[src/rtl/pdiv_pkg.sv]
package pdiv_pkg;

    localparam int ANA_W   = 4;
    localparam int PIX_W   = 8;
    localparam int DATA_W  = 8;
    localparam int ADDR_W  = 2;
    localparam int SEL_BIT = 1;

    localparam logic [ADDR_W-1:0] A_ANA = 2'd0;
    localparam logic [ADDR_W-1:0] A_PIX = 2'd1;
    localparam logic [ADDR_W-1:0] A_SEL = 2'd2;

    typedef struct packed {
        logic [ANA_W-1:0] ana;
        logic [PIX_W-1:0] pix;
        logic             sel;
    } cfg_t;

    typedef enum logic [2:0] {
        M_ON0,
        M_DROP0,
        M_HAND1,
        M_ON1,
        M_DROP1,
        M_HAND0
    } mux_state_e;

endpackage

[src/rtl/pdiv_ctrl.sv]
module pdiv_ctrl
    import pdiv_pkg::*;
(
    input  logic              clk,
    input  logic              rst_n,
    input  logic              wr_en,
    input  logic [ADDR_W-1:0] wr_addr,
    input  logic [DATA_W-1:0] wr_data,
    input  logic              save_req,
    input  logic              restore_req,
    output cfg_t              cfg,
    output cfg_t              snap
);

    always_ff @(posedge clk) begin
        if (!rst_n) begin
            cfg  <= '0;
            snap <= '0;
        end else begin
            if (save_req) begin
                snap <= cfg;
            end
            if (restore_req) begin
                cfg <= snap;
            end else if (wr_en) begin
                case (wr_addr)
                    A_ANA:   cfg.ana <= wr_data[ANA_W-1:0];
                    A_PIX:   cfg.pix <= wr_data[PIX_W-1:0];
                    A_SEL:   cfg.sel <= wr_data[SEL_BIT];
                    default: ;
                endcase
            end
        end
    end

endmodule

[src/rtl/pdiv_stage.sv]
module pdiv_stage #(
    parameter int W = 8
) (
    input  logic         clk,
    input  logic         rst_n,
    input  logic         en,
    input  logic         src,
    input  logic [W-1:0] code,
    output logic         out
);

    logic         src_d;
    logic [W-1:0] cnt;
    logic [W-1:0] act;
    logic         tick;
    logic         last;
    logic [W-1:0] cnt_n;
    logic [W-1:0] act_n;
    logic [W:0]   half;

    always_comb begin
        tick  = src & ~src_d;
        last  = (cnt == act);
        act_n = (tick && last) ? code : act;
        cnt_n = cnt;
        if (tick) begin
            cnt_n = last ? '0 : cnt + W'(1);
        end
        half  = ({1'b0, act_n} + (W+1)'(1)) >> 1;
    end

    always_ff @(posedge clk) begin
        if (!rst_n || !en) begin
            src_d <= 1'b0;
            cnt   <= code;
            act   <= code;
        end else begin
            src_d <= src;
            if (tick) begin
                cnt <= cnt_n;
                act <= act_n;
            end
        end
    end

    always_ff @(posedge clk) begin
        if (!rst_n || !en) begin
            out <= 1'b0;
        end else if (tick) begin
            out <= (act_n == '0) ? 1'b1 : ({1'b0, cnt_n} < half);
        end else if (act == '0) begin
            out <= src;
        end
    end

endmodule

[src/rtl/pdiv_glitchless_mux.sv]
module pdiv_glitchless_mux
    import pdiv_pkg::*;
(
    input  logic clk,
    input  logic rst_n,
    input  logic sel,
    input  logic s0,
    input  logic s1,
    output logic out
);

    mux_state_e state, state_n;
    logic       gate0, gate1;

    always_ff @(posedge clk) begin
        if (!rst_n) begin
            state <= M_ON0;
        end else begin
            state <= state_n;
        end
    end

    always_comb begin
        state_n = state;
        unique case (state)
            M_ON0:   if (sel)  state_n = M_DROP0;
            M_DROP0: if (!s0)  state_n = M_HAND1;
            M_HAND1: if (!s1)  state_n = M_ON1;
            M_ON1:   if (!sel) state_n = M_DROP1;
            M_DROP1: if (!s1)  state_n = M_HAND0;
            M_HAND0: if (!s0)  state_n = M_ON0;
            default:           state_n = M_ON0;
        endcase
    end

    always_comb begin
        gate0 = (state == M_ON0) || (state == M_DROP0);
        gate1 = (state == M_ON1) || (state == M_DROP1);
    end

    always_ff @(posedge clk) begin
        if (!rst_n) begin
            out <= 1'b0;
        end else begin
            out <= (gate0 & s0) | (gate1 & s1);
        end
    end

endmodule

[src/rtl/pdiv_clock_tree.sv]
module pdiv_clock_tree
    import pdiv_pkg::*;
(
    input  logic              clk,
    input  logic              rst_n,
    input  logic              vco_in,
    input  logic              en,
    input  logic              wr_en,
    input  logic [ADDR_W-1:0] wr_addr,
    input  logic [DATA_W-1:0] wr_data,
    input  logic              save_req,
    input  logic              restore_req,
    output logic              pix_clk,
    output logic              byte_clk
);

    localparam int HALF_DIV = 2;
    localparam int BYTE_DIV = 4;
    localparam int HALF_W   = $clog2(HALF_DIV);
    localparam int BYTE_W   = $clog2(BYTE_DIV);

    cfg_t cfg_q;
    cfg_t snap_q;
    logic vco_q;
    logic ana_clk;
    logic half_clk;
    logic mux_clk;

    always_ff @(posedge clk) begin
        if (!rst_n) begin
            vco_q <= 1'b0;
        end else begin
            vco_q <= vco_in;
        end
    end

    pdiv_ctrl u_ctrl (
        .clk         (clk),
        .rst_n       (rst_n),
        .wr_en       (wr_en),
        .wr_addr     (wr_addr),
        .wr_data     (wr_data),
        .save_req    (save_req),
        .restore_req (restore_req),
        .cfg         (cfg_q),
        .snap        (snap_q)
    );

    pdiv_stage #(.W(ANA_W)) u_ana (
        .clk   (clk),
        .rst_n (rst_n),
        .en    (en),
        .src   (vco_q),
        .code  (cfg_q.ana),
        .out   (ana_clk)
    );

    pdiv_stage #(.W(HALF_W)) u_half (
        .clk   (clk),
        .rst_n (rst_n),
        .en    (en),
        .src   (ana_clk),
        .code  (HALF_W'(HALF_DIV - 1)),
        .out   (half_clk)
    );

    pdiv_glitchless_mux u_mux (
        .clk   (clk),
        .rst_n (rst_n),
        .sel   (cfg_q.sel),
        .s0    (vco_q),
        .s1    (half_clk),
        .out   (mux_clk)
    );

    pdiv_stage #(.W(BYTE_W)) u_byte (
        .clk   (clk),
        .rst_n (rst_n),
        .en    (en),
        .src   (mux_clk),
        .code  (BYTE_W'(BYTE_DIV - 1)),
        .out   (byte_clk)
    );

    pdiv_stage #(.W(PIX_W)) u_pix (
        .clk   (clk),
        .rst_n (rst_n),
        .en    (en),
        .src   (vco_q),
        .code  (cfg_q.pix),
        .out   (pix_clk)
    );

endmodule

[config.mk]
export PLATFORM = sky130hd
export DESIGN_NAME = pdiv_clock_tree
export DESIGN_NICKNAME = d
export VERILOG_FILES = /design/src/rtl/pdiv_pkg.sv /design/src/rtl/pdiv_ctrl.sv /design/src/rtl/pdiv_stage.sv /design/src/rtl/pdiv_glitchless_mux.sv /design/src/rtl/pdiv_clock_tree.sv
export SDC_FILE = /design/constraint.sdc
export NUM_CORES = 1
export LEC_CHECK = 0
export CAP_MARGIN = 5
export CORE_AREA = 2 2 99 101
export DETAILED_ROUTE_END_ITERATION = 12
export DIE_AREA = 0 0 101 103
export GPL_ROUTABILITY_DRIVEN = 0
export MAX_ROUTING_LAYER = met4
export PLACE_DENSITY = 0.78
export SLEW_MARGIN = 20
export SYNTH_ARGS = -nofsm -noshare
export SYNTH_HDL_FRONTEND = slang
export SYNTH_HIERARCHICAL = 1
export SYNTH_SLANG_ARGS = --single-unit
[constraint.sdc]
create_clock -name clk -period 3.9 [get_ports clk]
set_input_delay 1.17 -clock clk [delete_from_list [all_inputs] [get_ports clk]]
set_output_delay 1.17 -clock clk [all_outputs]
set_load 0.05 [all_outputs]
=== After elaboration in Yosys (flattened, before gate mapping) ===
Cells that the tools add are included.

* Add/subtract/negate cells: 8
* Multiply operators: 0
* Divide/modulo/power cells: 0
* $lt $le $gt $ge: 4
* Eq/ne operators: 18
* Shift operators: 0
* Multiplexer cells: 44
* Bitwise operators: 9
* Reduce and logical (&&, ||, !) cells: 29

{| class="wikitable"
|+ Operators with widths
! kind !! number
|-
| $mux W8 || 8
|-
| $mux W4 || 8
|-
| $mux W13 || 2
|-
| $mux W3 || 6
|-
| $pmux W3 S6 || 1
|-
| $logic_not A8 Y1 || 2
|-
| $mux W1 || 16
|-
| $reduce_bool A2 Y1 || 8
|-
| $ne A2 B2 Y1 const B || 7
|-
| $add A8 B1 Y9 const B || 1
|-
| $add A8 B1 Y8 const B || 1
|-
| $eq A8 B8 Y1 || 1
|-
| $logic_not A4 Y1 || 2
|-
| $lt A8 B8 Y1 || 1
|-
| $eq A3 B2 Y1 const B || 2
|-
| $eq A3 B3 Y1 const B || 2
|-
| $logic_not A2 Y1 || 3
|-
| $mux W2 || 3
|-
| $reduce_and A2 Y1 || 3
|-
| $reduce_and A6 Y1 || 1
|-
| $add A4 B1 Y5 const B || 1
|-
| $and A1 B1 Y1 || 5
|-
| $add A4 B1 Y4 const B || 1
|-
| $eq A4 B4 Y1 || 1
|-
| 18 further kinds || 26
|}

* Register bits: 68
* Latch bits: 0
* RAM bits: 0
* ROM bits: 0
* Bits of input ports: 17
* Logic and storage cells: 136
* Memories kept: 0

=== Longest topological paths before layout ===
* Depth after elaboration: 8
* Depth in mapped cells: 18
* Gate-level depth less buffers: 17

=== Cells and area by module ===
Netlist, hierarchy kept.

{| class="wikitable"
|+ By module, submodules not included
! module !! instances !! cells an instance !! area an instance (µm²) !! sequential area each (µm²)
|-
| pdiv_stage at u_pix || 1 || 172 || 1580.3 || 520.5
|-
| pdiv_ctrl || 1 || 105 || 1131.1 || 520.5
|-
| pdiv_stage at u_ana || 1 || 92 || 930.9 || 280.3
|-
| pdiv_stage at u_byte || 1 || 43 || 422.9 || 160.2
|-
| pdiv_stage at u_half || 1 || 22 || 231.5 || 100.1
|-
| pdiv_glitchless_mux || 1 || 25 || 215.2 || 80.1
|-
| pdiv_clock_tree || 1 || 3 || 30.0 || 20.0
|}

=== Worst setup path before layout ===
OpenSTA, ideal clock, no wires.

* Path kind: reg2reg
* Start point: register u_pix.act[7]
* End point: register u_pix.out
* Setup time: 0.063 ns
* Data arrival time: 3.401 ns
* Data required time: 3.837 ns
* Slack: 0.436 ns
* Cell stages (with the launch flop): 18
* Buffers on the path: 1
* Clock period less this slack: 3.464 ns
* Cells stage by stage: edfxtp_1 -> xnor2_1 -> nand3_1 -> nor4_1 -> buf_2 -> mux2i_1 -> inv_1 -> ha_1 -> and3_1 -> nand3_1 -> xnor2_1 -> o21ai_0 -> ha_1 -> a21oi_1 -> o21ai_0 -> nor4b_1 -> o311ai_0 -> nand3_1

* Longest elaborated chain between the ends: 7
* Elaborated cells on any way between the ends: 12
* Those cells by class: 1 x add/sub; 1 x order compare; 1 x eq/ne; 5 x mux; 4 x reduce/logical

{| class="wikitable"
|+ RTL lines
! item !! line !! RTL
|-
| start, declared || pdiv_stage.sv:14 || <nowiki>logic [W-1:0] act;</nowiki>
|-
| start signal, assigned || pdiv_stage.sv:36 || <nowiki>act <= code;</nowiki>
|-
| start signal, assigned || pdiv_stage.sv:41 || <nowiki>act <= act_n;</nowiki>
|-
| $eq A8 B8 Y1 || pdiv_stage.sv:23 || <nowiki>last = (cnt == act);</nowiki>
|-
| $logic_and A1 B1 Y1 || pdiv_stage.sv:24 || <nowiki>act_n = (tick && last) ? code : act;</nowiki>
|-
| $mux W8 || pdiv_stage.sv:24 ||
|-
| $add A8 B1 Y9 || pdiv_stage.sv:29 || <nowiki>half = ({1'b0, act_n} + (W+1)'(1)) >> 1;</nowiki>
|-
| $lt A8 B8 Y1 || pdiv_stage.sv:50 || <nowiki>out <= (act_n == '0) ? 1'b1 : ({1'b0, cnt_n} < half);</nowiki>
|-
| $mux W1 || pdiv_stage.sv:50 ||
|-
| $mux W1 || pdiv_stage.sv:49 || <nowiki>end else if (tick) begin</nowiki>
|-
| end signal, assigned || pdiv_stage.sv:50 ||
|-
| end signal, assigned || pdiv_stage.sv:52 || <nowiki>out <= src;</nowiki>
|-
| end, declared || pdiv_stage.sv:9 || <nowiki>output logic out</nowiki>
|}

Parallel ways exist; a longest one is shown, timed or not.
A chain may end at the register's enable or synchronous reset.

=== Final worst setup path ===
* Start point: register u_pix.act[4]
* End point: register u_pix.out

The elaborated chain is that of the path after synthesis.

==> run metrics <==
Setup crit end kind register; Core Rows 36; status finished clean; Synth Flop Type dfxtp_1; Worst VDD drop between 0.2 and 0.25 mV; Antenna diodes 0; hold violation total from the final report 0; Setup Skew about 0.013 ns; PortBufs 18; Tightest Hold Check Type register to register; Post-synth ARST share 0%; pre-CTS WS slightly below 0.2 ns; sequential cell area fraction in the yosys report a little under two fifths; max cap viols 0; Synth Area in Compound Gates approximately 14%; cell area power density 388 nW/um^2; xor/xnor share of the synthesized area slightly below 7%; io pins 19; vias in the first global route around 3600; Initial DRC Count 231; CP max FO 5; layout cells sized above 1 between 10% and 20%; chip height about 100 um; multi-input logic area 2820 um^2; Yosys top cell by area edfxtp_1; Synth top cells by count dfxtp_1, nand2_1, mux2i_1; largest family of logic cells by synthesized area simple AND/OR/NAND/NOR gates; via/cell ratio 5.95; CTS buffer count 9; root buffer cell clkbuf_8; Int Power 0.00136 W; DRC Markers 0; Mapped Cells 462; syn avg cell area a little under 10 um^2; first drt pass iteration count 5; Crit path required time about 4.2 ns; Critical Path AT between 3 and 4 ns; total grt overflow 0; CTS tree done; DIE WIDTH approximately 100 um; P_leak around 2.1 nW; final setup vio count 0; via count 3701; Yosys cell types just under 70; ANT nets after route 0; number of synthesized flops with an enable pin 30; post-route setup slack about 0.25 ns; simple-gate share of the synthesized area 20.4%; GRT Util Overall 21.0%; initial cell density of the core 48.0%; Filler cells 807; CTS hold repair buffers 0; worst relative slew slack 40.8%; sw frac between 30% and 40%; setup TNS 0 ns; Final Routed Wirelength 10300 um; post-synth top area share just under 20%; count leader, synth dfxtp_1; synthesized area roughly 4500 um^2; synthesized flop and latch total between 60 and 70; sequential share of power between 40% and 50%; # H-tree levels 3; largest net degree at the start of global routing 28; global-route wire length before repair between 15000 and 20000 um; Placeable Area approximately 9500 um^2; crit start category register; R2R setup slack ~0.25 ns; Detailed Place HPWL just over 7000 um; Post-Synth Adder-Cell Area 5.23%; P_sw about 0.00068 W; Least-Margin Pin Slew 0.886 ns; Ys Warns 6; combinational fraction of design power 25.0%; deepest clock path buffer count 2; Crit Path Category register to register; TritonCTS Sinks a little under 70; Area Overhead vs Synth 15.6%; period utilization 93.7%; Synth area leaders edfxtp_1, dfxtp_1, mux2i_1; mux cell area share after synthesis approximately 13%; Clk pwr share around 30%; FMAX between 0.2 and 0.3 GHz; Die Area ~10000 um^2; min cycle time layout 3.65 ns; initial antenna violation count 0; nets approximately 540; Max Transition Viols Final 0; FF/Latch Area approximately 1700 um^2; Clock Latency Late Sink 0.37 ns; WL/cell approximately 17 um; clock transition at the registers of the reported paths around 0.090 ns
[worst paths after layout]
check	from	endpoint	depth (start not counted)
worst max-delay path	u_pix/act[4]$_DFFE_PP_	u_pix/out$_SDFFE_PP0P_	15
worst min-delay path	u_ctrl/snap[12]$_SDFFE_PN0P_	u_ctrl/snap[12]$_SDFFE_PN0P_	2
worst max register to register	u_pix/act[4]$_DFFE_PP_	u_pix/out$_SDFFE_PP0P_	15
worst min register to register	u_ctrl/snap[12]$_SDFFE_PN0P_	u_ctrl/snap[12]$_SDFFE_PN0P_	2
[state kept, by name (all words and copies together), names as in the netlist, 2 cells and up]
register / flops
u_byte/cnt: 2
u_pix/cnt: 8
u_ana/cnt: 4
u_byte/act: 2
u_ana/act: 4
u_pix/act: 8
u_mux/state: 3
u_ctrl/cfg: 13
u_ctrl/snap: 13
[cell usage in the layout, fill, tap and decap left out, types with 4 or more instances in the layout]
master           instances
xor2_1                  18
clkdlybuf4s50_1         18
nor2_1                  19
nand2_1                 34
nor2b_1                 19
o21ai_0                 26
o31ai_1                 10
nand3_1                 18
xnor2_2                  4
o311a_1                  6
clkbuf_8                 9
nor3b_1                  6
nand4_1                  7
inv_1                   14
nand2b_1                 6
o211a_1                  8
mux2i_1                 32
nor3_1                   6
conb_1                   9
dfxtp_1                 39
buf_4                   22
ha_1                    19
mux2_4                   6
xnor2_1                 13
and3_1                   7
a21oi_1                 17
edfxtp_1                30
mux2_2                  13
nor4_1                   4
[logic make-up (layout without fill, tap and decap cells)]
family	count (synthesis)	after routing
simple gates	158	158
xor+xnor	35	35
flops	69	69
other cells	1	9
mux	54	54
fa+ha+maj	19	19
buf+inv	33	71
compound gates	93	93
[metal layers]
metal	track usage, %	share of wire, %
met5	-	0
met2	34.9	49
met4	7.28	2.0
met3	4.95	5.0
met1	25.1	44
[critical path, cell delays in order, from the launching register on]
cell and delay [ns]:
edfxtp_1 0.50, xnor2_2 0.23, nand4_1 0.15, nor4_4 0.38, mux2i_1 0.17, inv_1 0.08, ha_1 0.21, and3_1 0.25
nor4bb_2 0.39, a21oi_1 0.09, ha_1 0.32, a21oi_2 0.18, o21ai_1 0.12, nor4b_2 0.27, o311ai_1 0.13, nand3_1 0.11
[area by class of cell]
cell class	instances	area share (%)
Clock inverter	6	1.10
Sequential cell	69	32.0
Inverter	15	1.07
Timing Repair Buffer	40	6.58
Multi-Input combinational cell	368	53.7
Tap cell	114	2.72
Clock buffer	10	2.84
[power by group through the flow]
stage	sequential (W)	combinational, W	clock [W]
5_1_grt	0.000929	0.000558	0.000660
3_5_place_dp	0.000932	0.000454	0
2_1_floorplan	0.000907	0.000349	0
4_1_cts	0.000916	0.000457	0.000625
3_3_place_gp	0.000927	0.000434	0
6_report	0.000919	0.000510	0.000611
[timing repair]
item | in CTS | in global routing
setup buffers | 0 | 13
endpoints found under the setup margin | 0 | 2
gates resized for setup | 0 | 12
[stage by stage]
stage          total power, W  area, um^2  util [%]  cells  hold slack [ns]
3_3_place_gp          0.00136        4880      51.6    593            0.494
2_1_floorplan         0.00126        4570         -    470            0.477
6_report              0.00204        5250      55.5    622            0.526
4_1_cts               0.00200        5090      53.8    609            0.532
5_1_grt               0.00215        5250      55.5    622            0.548
3_5_place_dp          0.00139        4880      51.6    593            0.511
No activity file was read; power rests on OpenSTA's default activity.
